**src/rtl/ilk_pkg.sv**
```systemverilog
package ilk_pkg;

  // Where an operand of the register-access instruction comes from.
  typedef enum logic [1:0] {
    SRC_RF   = 2'd0,
    SRC_ADD2 = 2'd1,
    SRC_WB   = 2'd2
  } opnd_src_e;

  // Strobes from the hazard control to the datapath.
  typedef struct packed {
    logic      hold;   // freeze fetch/decode/access, bubble into add stage 1
    opnd_src_e srcA;
    opnd_src_e srcB;
  } ilk_strobe_t;

endpackage

```
**src/rtl/ilk_ctrl.sv**
```systemverilog
module ilk_ctrl
  import ilk_pkg::*;
#(
  parameter int REG_BITS = 3
) (
  input  logic                raIsAdd,
  input  logic [REG_BITS-1:0] raRs1,
  input  logic [REG_BITS-1:0] raRs2,
  input  logic                a1IsAdd,
  input  logic [REG_BITS-1:0] a1Rd,
  input  logic                a2IsAdd,
  input  logic [REG_BITS-1:0] a2Rd,
  input  logic                wbIsAdd,
  input  logic [REG_BITS-1:0] wbRd,
  output ilk_strobe_t         strobe
);

  localparam int NOPND = 2;

  logic [REG_BITS-1:0] srcReg [NOPND];
  logic [NOPND-1:0]    nearHit;
  opnd_src_e           srcSel [NOPND];

  assign srcReg[0] = raRs1;
  assign srcReg[1] = raRs2;

  for (genvar g = 0; g < NOPND; g++) begin : g_opnd
    // Producer one slot ahead: its sum is not ready in time.
    assign nearHit[g] = a1IsAdd && (a1Rd == srcReg[g]);
    // Youngest complete producer wins.
    assign srcSel[g]  = (a2IsAdd && (a2Rd == srcReg[g])) ? SRC_ADD2 :
                        (wbIsAdd && (wbRd == srcReg[g])) ? SRC_WB   : SRC_RF;
  end

  always_comb begin
    strobe.hold = raIsAdd && (|nearHit);
    strobe.srcA = srcSel[0];
    strobe.srcB = srcSel[1];
  end

endmodule

```
**src/rtl/ilk_dpath.sv**
```systemverilog
module ilk_dpath
  import ilk_pkg::*;
#(
  parameter int XLEN     = 16,
  parameter int REG_BITS = 3,
  parameter int PC_BITS  = 8
) (
  input  logic                  clk,
  input  logic                  rstN,
  input  logic [3*REG_BITS:0]   instrWord,
  input  ilk_strobe_t           strobe,
  output logic [PC_BITS-1:0]    fetchPc,
  output logic                  raIsAdd,
  output logic [REG_BITS-1:0]   raRs1,
  output logic [REG_BITS-1:0]   raRs2,
  output logic                  a1IsAdd,
  output logic [REG_BITS-1:0]   a1Rd,
  output logic                  a2IsAdd,
  output logic [REG_BITS-1:0]   a2Rd,
  output logic                  wbIsAdd,
  output logic [REG_BITS-1:0]   wbRd,
  output logic [XLEN-1:0]       wbData
);

  localparam int IW    = 3 * REG_BITS + 1;
  localparam int NREGS = 1 << REG_BITS;
  localparam int LO    = XLEN / 2;
  localparam int HI    = XLEN - LO;

  logic [PC_BITS-1:0]  pcQ;
  logic [IW-1:0]       decWord, raWord;
  logic [REG_BITS-1:0] raRd;
  logic [XLEN-1:0]     rf [NREGS];

  logic [XLEN-1:0]     a1OpA, a1OpB;
  logic [LO:0]         a1LoSum;

  logic [LO-1:0]       a2Lo;
  logic                a2Carry;
  logic [HI-1:0]       a2AHi, a2BHi;
  logic [XLEN-1:0]     a2Result;

  logic [XLEN-1:0]     opA, opB;

  // Register-access fields
  assign raIsAdd = raWord[IW-1];
  assign raRd    = raWord[3*REG_BITS-1:2*REG_BITS];
  assign raRs1   = raWord[2*REG_BITS-1:REG_BITS];
  assign raRs2   = raWord[REG_BITS-1:0];
  assign fetchPc = pcQ;

  function automatic logic [XLEN-1:0] pickOpnd(input opnd_src_e sel,
                                               input logic [XLEN-1:0] fromRf,
                                               input logic [XLEN-1:0] fromA2,
                                               input logic [XLEN-1:0] fromWb);
    case (sel)
      SRC_ADD2: return fromA2;
      SRC_WB:   return fromWb;
      default:  return fromRf;
    endcase
  endfunction

  assign opA = pickOpnd(strobe.srcA, rf[raRs1], a2Result, wbData);
  assign opB = pickOpnd(strobe.srcB, rf[raRs2], a2Result, wbData);

  // Split adder
  assign a1LoSum  = {1'b0, a1OpA[LO-1:0]} + {1'b0, a1OpB[LO-1:0]};
  assign a2Result = {a2AHi + a2BHi + HI'(a2Carry), a2Lo};

  // Fetch, decode, register access: frozen together on a hold
  always_ff @(posedge clk) begin
    if (!rstN) begin
      pcQ     <= '0;
      decWord <= '0;
      raWord  <= '0;
    end else if (!strobe.hold) begin
      pcQ     <= pcQ + 1'b1;
      decWord <= instrWord;
      raWord  <= decWord;
    end
  end

  // Add stages and writeback always advance
  always_ff @(posedge clk) begin
    if (!rstN) begin
      a1IsAdd <= 1'b0;
      a1Rd    <= '0;
      a1OpA   <= '0;
      a1OpB   <= '0;
      a2IsAdd <= 1'b0;
      a2Rd    <= '0;
      a2Lo    <= '0;
      a2Carry <= 1'b0;
      a2AHi   <= '0;
      a2BHi   <= '0;
      wbIsAdd <= 1'b0;
      wbRd    <= '0;
      wbData  <= '0;
    end else begin
      a1IsAdd <= raIsAdd && !strobe.hold;
      a1Rd    <= raRd;
      a1OpA   <= opA;
      a1OpB   <= opB;
      a2IsAdd <= a1IsAdd;
      a2Rd    <= a1Rd;
      a2Lo    <= a1LoSum[LO-1:0];
      a2Carry <= a1LoSum[LO];
      a2AHi   <= a1OpA[XLEN-1:LO];
      a2BHi   <= a1OpB[XLEN-1:LO];
      wbIsAdd <= a2IsAdd;
      wbRd    <= a2Rd;
      wbData  <= a2Result;
    end
  end

  // Register file, written at the end of writeback
  always_ff @(posedge clk) begin
    if (!rstN) begin
      for (int i = 0; i < NREGS; i++) rf[i] <= XLEN'(i + 1);
    end else if (wbIsAdd) begin
      rf[wbRd] <= wbData;
    end
  end

endmodule

```
**src/rtl/raw_interlock_pipe.sv**
```systemverilog
module raw_interlock_pipe
  import ilk_pkg::*;
#(
  parameter int XLEN     = 16,
  parameter int REG_BITS = 3,
  parameter int PC_BITS  = 8
) (
  input  logic                clk,
  input  logic                rstN,
  input  logic [3*REG_BITS:0] instrWord,
  output logic [PC_BITS-1:0]  fetchPc,
  output logic                stall,
  output logic [1:0]          fwdSelA,
  output logic [1:0]          fwdSelB,
  output logic                wbValid,
  output logic [REG_BITS-1:0] wbRd,
  output logic [XLEN-1:0]     wbData
);

  ilk_strobe_t         strobe;
  logic                raIsAdd, a1IsAdd, a2IsAdd;
  logic [REG_BITS-1:0] raRs1, raRs2, a1Rd, a2Rd;

  ilk_ctrl #(.REG_BITS(REG_BITS)) u_ctrl (
    .raIsAdd (raIsAdd),
    .raRs1   (raRs1),
    .raRs2   (raRs2),
    .a1IsAdd (a1IsAdd),
    .a1Rd    (a1Rd),
    .a2IsAdd (a2IsAdd),
    .a2Rd    (a2Rd),
    .wbIsAdd (wbValid),
    .wbRd    (wbRd),
    .strobe  (strobe)
  );

  ilk_dpath #(.XLEN(XLEN), .REG_BITS(REG_BITS), .PC_BITS(PC_BITS)) u_dpath (
    .clk       (clk),
    .rstN      (rstN),
    .instrWord (instrWord),
    .strobe    (strobe),
    .fetchPc   (fetchPc),
    .raIsAdd   (raIsAdd),
    .raRs1     (raRs1),
    .raRs2     (raRs2),
    .a1IsAdd   (a1IsAdd),
    .a1Rd      (a1Rd),
    .a2IsAdd   (a2IsAdd),
    .a2Rd      (a2Rd),
    .wbIsAdd   (wbValid),
    .wbRd      (wbRd),
    .wbData    (wbData)
  );

  assign stall   = strobe.hold;
  assign fwdSelA = strobe.srcA;
  assign fwdSelB = strobe.srcB;

endmodule

```
**config.mk**
```make
export PLATFORM = sky130hd
export DESIGN_NAME = raw_interlock_pipe
export DESIGN_NICKNAME = d
export VERILOG_FILES = /design/src/rtl/ilk_pkg.sv /design/src/rtl/ilk_ctrl.sv /design/src/rtl/ilk_dpath.sv /design/src/rtl/raw_interlock_pipe.sv
export SDC_FILE = /design/constraint.sdc
export NUM_CORES = 1
export LEC_CHECK = 0
export BUFFER_PORTS_ARGS = -buffer_cell sky130_fd_sc_hd__buf_2
export CAP_MARGIN = 20
export CORE_AREA = 4 4 197 142
export CTS_CLUSTER_DIAMETER = 60
export DETAILED_ROUTE_END_ITERATION = 16
export DIE_AREA = 0 0 201 146
export GPL_TIMING_DRIVEN = 0
export PLACE_DENSITY = 0.58
export RECOVER_POWER = 50
export SETUP_SLACK_MARGIN = 0.5
export SLEW_MARGIN = 20
export SYNTH_ARGS = -nofsm -noshare
export SYNTH_HDL_FRONTEND = slang
export SYNTH_HIERARCHICAL = 1
export SYNTH_SLANG_ARGS = --single-unit
```
**constraint.sdc**
```tcl
create_clock -name clk -period 2.88 [get_ports clk]
set_clock_uncertainty 0.2 [all_clocks]
set_input_delay 0.288 -clock clk [delete_from_list [all_inputs] [get_ports clk]]
set_output_delay 0.288 -clock clk [all_outputs]
set_load 0.005 [all_outputs]
```
==> impl_summary.log, run 1 <==
INFO  metric result_of_the_run = finished, final reports clean
INFO  metric worst_setup_path_start_kind = register
INFO  metric cts-buffers-inserted = 26
INFO  metric remaining_drc_errors = 0
INFO  metric grt_overflow = 0
INFO  metric worst_setup_path_endpoint = u_dpath/a1OpB[10]
INFO  metric post_synth_main_area_contributors = edfxtp_1, dfxtp_1, mux4_2
INFO  metric antenna-diode-count = 0
INFO  metric count_of_max_cap_constraint_violations = 0
INFO  metric routed_wire_length_per_instance = 24.5 µm
INFO  metric place.detailed.hpwl = ~22000 µm
INFO  metric ff2ff_path_depth = 9
INFO  metric postSynthRegisterBits = around 250
INFO  metric worst_hold_slack = 0.188 ns
INFO  metric design.final.nets = between 900 and 1000
INFO  metric yosysMostFrequentCell = and2_1
INFO  metric setup.worst_path.end_class = register
INFO  metric critical_path_class = register to register
INFO  metric max_clock_freq = between 300 and 400 MHz
INFO  metric clock_tree.buffer_depth = 3
INFO  metric die_w = 201 µm
INFO  metric fin_crit_period = about 2.6 ns
INFO  metric detailedRoute.firstIterationViolations = 842
INFO  metric post_layout_util = 51.3%
INFO  metric ys_warn_count = 6
INFO  metric clkLatencyLatePin = around 0.53 ns
INFO  metric end_of_the_worst_register_to_register_path = u_dpath/a1OpB[10]
INFO  metric synthArstFlopShare = 0%
INFO  metric netlist.area_leader.share = 33.3%
INFO  metric dr_total_vias = ~7400
INFO  metric pre_antenna_drt_iters = 5
INFO  metric synth_edf_count = approximately 130
INFO  metric postSynthCellCount = 856
INFO  metric holdCritPathClass = primary input to register
INFO  metric final_hold_viol_count = 0
INFO  metric antenna_found_initial = 0
INFO  metric ctsHtreeMaxLevel = 1
INFO  metric postRouteWirelength = 31900 µm
INFO  metric clkTransAtPathRegs = 0.07 ns
INFO  metric grt_usage = 21.4%
INFO  metric sequential_to_total_area_share_from_yosys_stat = 53.9%
INFO  metric finalMaxSlewViolations = 0
INFO  metric grt_max_degree = 17
INFO  metric yosys-top-cells-count = and2_1, edfxtp_1, dfxtp_1
INFO  metric cts_root_buf = clkbuf_16
INFO  metric mapped_cell_area = between 10000 and 15000 µm²
INFO  metric final_layout_size_suffix_gt1_share = 23.1%
INFO  metric synth_area_per_cell = 13.5 µm²
INFO  metric start_util = 44.1%
INFO  metric postRouteAntennaNets = 0
INFO  metric first_global_vias = 7190
INFO  metric fin_cells = 1302
INFO  metric grt_first_pass_wirelength = between 40000 and 50000 µm
INFO  metric reg2reg_setup_slack = 0.27 ns
INFO  metric power_density = 588 nW/µm²
INFO  metric clock_tree_from_tritoncts = done
INFO  metric vdd_ir_drop_max = 403 µV
INFO  metric avgViaCountPerCell = between 5 and 6
INFO  metric die_y = 146 µm
INFO  metric crit_required = 3.05 ns
INFO  metric worst-path-max-fanout = 10
INFO  metric timing.rr.start = u_dpath/wbRd[1]
INFO  metric synthDistinctLibCells = 55
INFO  metric tightestPinTransition = about 1.2 ns
INFO  metric worst_setup_path_startpoint = u_dpath/wbRd[1]
INFO  metric post-synth-top-area-cell = edfxtp_1
INFO  metric pin_count = 45
INFO  metric min_period_over_period = 90.6%
INFO  metric flow.area_growth_from_synthesis = 16.3%
INFO  metric placed_cells_incl_taps = roughly 1200
INFO  metric report.final.setup_viol = 0
INFO  metric grt_setup_unrepaired = true
INFO  metric die_area = 29300 µm²
INFO  metric dominantRegCellSynth = edfxtp_1
INFO  metric num_rows = 50
INFO  metric gp_routability_congestion = 0.887
INFO  metric port_buffers = 44
INFO  metric postSynthNetCount = 890
INFO  metric cp_data_arrival_time = 2.78 ns
INFO  metric p_leak = 4.86 nW
INFO  metric slew_headroom = 21.5%
INFO  metric floorplan.core_area = 26200 µm²
INFO  metric clock_sink_count = about 250
## layer usage
layer	part of all wire [%]	up-vias	global-route usage [%]	wire, µm
li1	-	3387	-	-
met1	48	3647	34.0	15300
met2	41	273	29.2	13000
met3	9.5	45	5.73	3020
met4	1.9	0	4.30	614
met5	0	-	0	0
## kinds of logic (layout without fill, tap and decap cells)
group                    after synthesis  count (layout)  share of synthesized area (%)
AO/OA/AOI/OAI                        102             102                           6.76
AND/OR/NAND/NOR                      264             264                           13.5
adder cells (fa/ha/maj)               22              22                           2.58
multiplexers                         118             118                           17.2
buffers and inverters                 71             179                           3.63
XOR/XNOR                              32              32                           2.43
flip-flops                           247             247                           53.9
## flip-flops by register name (all words and copies together) (netlist names), 10 cells and up, named ones only
register / count
u_dpath/a1OpB: 16
u_dpath/raWord: 10
u_dpath/a1OpA: 16
u_dpath/rf: 128
u_dpath/wbData: 16
u_dpath/decWord: 10
## area by class of cell
type	count	area, µm²
Clock buffer	38	779
Inverter	7	26.3
Timing Repair Buffer	61	398
Fill cell	2304	12800
Buffer	64	425
Clock inverter	9	48.8
Tap cell	338	423
Sequential cell	247	6230
Multi-Input combinational cell	538	5110
## worst max-delay path, cell delays in order (launching register included)
cell and delay (ns):
dfxtp_1 0.65, xnor2_1 0.18, nand4_1 0.10, nor2_1 0.31
inv_1 0.08, ha_1 0.18, clkbuf_2 0.18, buf_6 0.19
a221oi_1 0.28, a211oi_1 0.10
## report_power, final
part	total (mW)	internal, mW	switching (mW)
Sequential	3.99	3.85	0.141
Combinational	0.665	0.296	0.369
Clock	3.25	1.88	1.37
Total	7.90	6.02	1.88
## worst min path at each step
| stage | to | from | depth (start not counted) | slack, ns |
|---|---|---|---|---|
| CTS | u_dpath/a2Lo[7] | rstN | 4 | 0.07 |
| finish | u_dpath/rf[4][0] | rstN | 4 | 0.19 |
| detailed placement | u_dpath/a2AHi[3] | u_dpath/a1OpA[11] | 1 | 0.22 |
| global placement | u_dpath/a2BHi[1] | u_dpath/a1OpB[9] | 1 | 0.22 |
| floorplan | u_dpath/a2AHi[0] | u_dpath/a1OpA[8] | 1 | 0.21 |
| global route | u_dpath/rf[4][2] | rstN | 4 | 0.22 |
## metrics by stage
stage               power (mW)  instance area [µm²]  TNS [ns]  setup slack [ns]
floorplan                 4.41                11600         0             0.333
global placement          4.67                12200    -87.06             -1.24
detailed placement        4.68                12300     -2.16            -0.137
CTS                       7.93                13300         0             0.500
global route              8.19                13400         0             0.224
finish                    7.90                13400         0             0.272
## layout by cell type (no fill, tap or decap), drive strengths merged, types with 4 or more instances in the layout
| cell type | netlist | final |
|---|---|---|
| xnor2 | 24 | 24 |
| clkinv | 1 | 7 |
| o21ai | 13 | 13 |
| nand4 | 4 | 4 |
| nand2 | 5 | 5 |
| dfxtp | 119 | 119 |
| nor3 | 4 | 4 |
| dlygate4sd3 | 0 | 10 |
| nand2b | 8 | 8 |
| or3 | 11 | 11 |
| xor2 | 8 | 8 |
| a211oi | 33 | 33 |
| nor3b | 4 | 4 |
| and2 | 158 | 158 |
| inv | 6 | 8 |
| ha | 19 | 19 |
| a21oi | 11 | 11 |
| a221oi | 34 | 34 |
| clkbuf | 33 | 87 |
| nor2 | 47 | 47 |
| buf | 31 | 66 |
| mux4 | 64 | 64 |
| nand3 | 8 | 8 |
| edfxtp | 128 | 128 |
| mux2i | 54 | 54 |
## timing repair
| item | CTS | global route |
|---|---|---|
| setup buffers | 0 | 4 |
| endpoints found under the hold margin | 10 | 0 |
| resized for setup | 25 | 52 |
| pin swaps | 1 | 16 |
| endpoints found under the setup margin | 121 | 91 |
| cloned | 0 | 0 |
| hold buffers | 10 | 0 |
Note: power is estimated with default switching activity, not from simulation.
==> inputs of run 2 (changes only) <==
Settings changed: CORE_AREA 4 4 197 142 to 4 4 171 124, DIE_AREA 0 0 201 146 to 0 0 175 128, PLACE_DENSITY 0.58 to 0.75.
==> run 2 against run 1 <==
- core utilization grew 17 points
- combinational power is 5.0% lower
- die area down 24%
- register-to-register slack improved by 0.06 ns
==> impl_summary.log, run 2 (synthesis results as in run 1) <==
INFO  metric final_layout_size_suffix_gt1_share = 21.9% (-1.2 points)
INFO  metric port_buffers = 44 (unchanged)
INFO  metric cts_root_buf = clkbuf_16
INFO  metric worst_hold_slack = 0.164 ns (-0.0241 ns)
INFO  metric mostFrequentLayoutCell = edfxtp_1
INFO  metric largest-register = u_dpath/rf
INFO  metric first_global_vias = 7197 (+0.097%)
INFO  metric layout.area.seq = 6230 µm² (unchanged)
INFO  metric die_area = 22400 µm² (-24%)
INFO  metric setup.worst_path.end_class = register
INFO  metric start_util = 59.3% (+15 points)
INFO  metric pre_antenna_drt_iters = 5 (unchanged)
INFO  metric result_of_the_run = finished, final reports clean
INFO  metric floorplan.core_area = 19500 µm² (-26%)
INFO  metric remaining_drc_errors = 0 (unchanged)
INFO  metric reg2reg_setup_slack = 0.34 ns (+0.06 ns)
INFO  metric grt_setup_unrepaired = true
INFO  metric pin_count = 45 (unchanged)
INFO  metric mostFrequentLayoutCells = edfxtp_1, dfxtp_1, and2_1
INFO  metric fin_crit_period = 2.54 ns (-0.0637 ns)
INFO  metric detailedRoute.firstIterationViolations = 661 (-21%)
INFO  metric tightestPinTransition = 0.939 ns (-0.239 ns)
INFO  metric antenna_found_initial = 0 (unchanged)
INFO  metric count_of_max_cap_constraint_violations = 0 (unchanged)
INFO  metric flow.area_growth_from_synthesis = 14.6%
INFO  metric finalMaxSlewViolations = 0 (unchanged)
INFO  metric antenna-diode-count = 0 (unchanged)
INFO  metric clkTransAtPathRegs = 0.06 ns (about the same)
INFO  metric final.fill_count = 1405 (-39%)
INFO  metric critical_path_class = register to register
INFO  metric grt_usage = 25.3% (+3.9 points)
INFO  metric p_leak = 4.78 nW (-1.6%)
INFO  metric setup_slack = 0.335 ns (+0.0637 ns)
INFO  metric num_rows = 43 (-14%)
INFO  metric vdd_ir_drop_max = 438 µV (+8.7%)
INFO  metric gp_routability_congestion = 0.857 (-3.4%)
INFO  metric slew_headroom = 36.7% (+15 points)
INFO  metric worst_setup_path_start_kind = register
INFO  metric power_density = 586 nW/µm² (-0.33%)
INFO  metric clkLatencyLatePin = 0.52 ns (about the same)
INFO  metric clock_tree.buffer_depth = 3 (unchanged)
INFO  metric place.detailed.hpwl = 20200 µm (-9.7%)
INFO  metric postRouteAntennaNets = 0 (unchanged)
INFO  metric clock_sink_count = 247 (unchanged)
INFO  metric timing.rr.start = u_dpath/raWord[3]
INFO  metric worst-path-max-fanout = 10 (unchanged)
INFO  metric ctsHtreeMaxLevel = 1 (unchanged)
INFO  metric placed_cells_incl_taps = 1176 (-5.2%)
INFO  metric routed_wire_length_per_instance = 22.9 µm (-6.4%)
INFO  metric tns = 0 ns (unchanged)
INFO  metric min_period_over_period = 88.4% (-2.2 points)
INFO  metric cts-buffers-inserted = 24 (-7.7%)
INFO  metric grt_overflow = 0 (unchanged)
INFO  metric end_of_the_worst_register_to_register_path = u_dpath/a1OpA[1]
INFO  metric max_clock_freq = 393 MHz (+2.5%)
INFO  metric timing.hold.worst.start = rstN
INFO  metric postRouteWirelength = 28300 µm (-11%)
INFO  metric hold_end = u_dpath/rf[4][0]
INFO  metric die_w = 175 µm (-13%)
INFO  metric whs_path_depth = 4 (unchanged)
INFO  metric final_hold_viol_count = 0 (unchanged)
INFO  metric die_y = 128 µm (-12%)
INFO  metric report.final.setup_viol = 0 (unchanged)
INFO  metric largest_reg_flops = 128 (unchanged)
INFO  metric holdCritPathClass = primary input to register
INFO  metric avgViaCountPerCell = 5.95 (+5.3%)
INFO  metric dpl_worst_slack = 0.201 ns (+0.338 ns)
INFO  metric grt_max_degree = 17 (unchanged)
INFO  metric design.final.nets = 979 (unchanged)
INFO  metric multiInputGateArea = 5060 µm² (-1.0%)
INFO  metric grt_first_pass_wirelength = 43100 µm (-8.6%)
INFO  metric crit_required = 3.04 ns (about the same)
INFO  metric dr_total_vias = 7332 (-0.27%)
INFO  metric ff2ff_path_depth = 9 (unchanged)
INFO  metric clock_tree_from_tritoncts = done
INFO  metric fin_cells = 1233 (-5.3%)
INFO  metric cp_data_arrival_time = 2.71 ns (-0.07 ns)
## run 2: cell types whose count changed in the layout (fill, tap and decap cells not counted), moves of 3 or more
cell / previous run / this run
and2_0: 44 / 53
and2_1: 114 / 105
clkbuf_2: 9 / 4
clkbuf_1: 42 / 46
buf_2: 40 / 43
clkbuf_16: 29 / 26
## run 2: critical path: stages, from the launching register on
cell	delay [ns]
dfxtp_1	0.34
clkbuf_1	0.25
xnor2_1	0.15
and4_1	0.33
inv_1	0.07
ha_1	0.20
clkbuf_2	0.20
buf_4	0.22
a221oi_1	0.31
a211oi_1	0.11
## run 2: worst max path at each step
stage	start	to	slack, ns	cells past startpoint
3_3_place_gp	u_dpath/wbRd[2]	u_dpath/rf[7][11]	-0.62	3
4_1_cts	u_dpath/raWord[5]	u_dpath/a1OpA[15]	0.51	9
5_1_grt	u_dpath/raWord[3]	u_dpath/a1OpA[15]	0.20	10
2_1_floorplan	u_dpath/wbRd[2]	u_dpath/rf[6][0]	0.33	3
3_5_place_dp	u_dpath/wbRd[2]	u_dpath/rf[4][10]	0.20	3
6_report	u_dpath/raWord[3]	u_dpath/a1OpA[1]	0.34	9
## run 2: repair_timing
action	4_1_cts	5_1_grt
hold buffers	10	0
setup endpoints to repair	56	52
buffers inserted	0	3
hold endpoints to repair	10	0
pin swaps	1	3
resized for setup	14	44
## run 2: cell type report
cell class / count / area share (%)
buffer: 64 / 3.09
clock buffer: 35 / 5.17
clock inverter: 9 / 0.662
inverter: 7 / 0.199
multi-input combinational: 538 / 38.2
sequential: 247 / 47.1
tap: 270 / 2.55
timing repair buffer: 63 / 3.04
## run 2: per-stage QoR
step                area [µm²]  total power, mW  util (%)
floorplan                11600             4.41         -
finish                   13200             7.75      67.9
CTS                      13100             7.76      67.4
global placement         12100             4.63      62.2
global route             13200             8.00      67.9
detailed placement       12200             4.65      62.7
## run 2: report_power, final
part           internal (mW)  switching (mW)  total, mW
Combinational          0.292           0.340      0.632
Clock                   1.82            1.31       3.13
Sequential              3.85           0.146       3.99
Total                   5.96            1.79       7.75
## run 2: metal layers
| metal | up-vias | track usage [%] | wire length (µm) |
|---|---|---|---|
| met3 | 31 | 6.28 | 3320 |
| li1 | 3374 | - | - |
| met2 | 328 | 35.6 | 11700 |
| met1 | 3599 | 40.6 | 12900 |
| met4 | 0 | 3.83 | 391 |
| met5 | - | 0 | 0 |
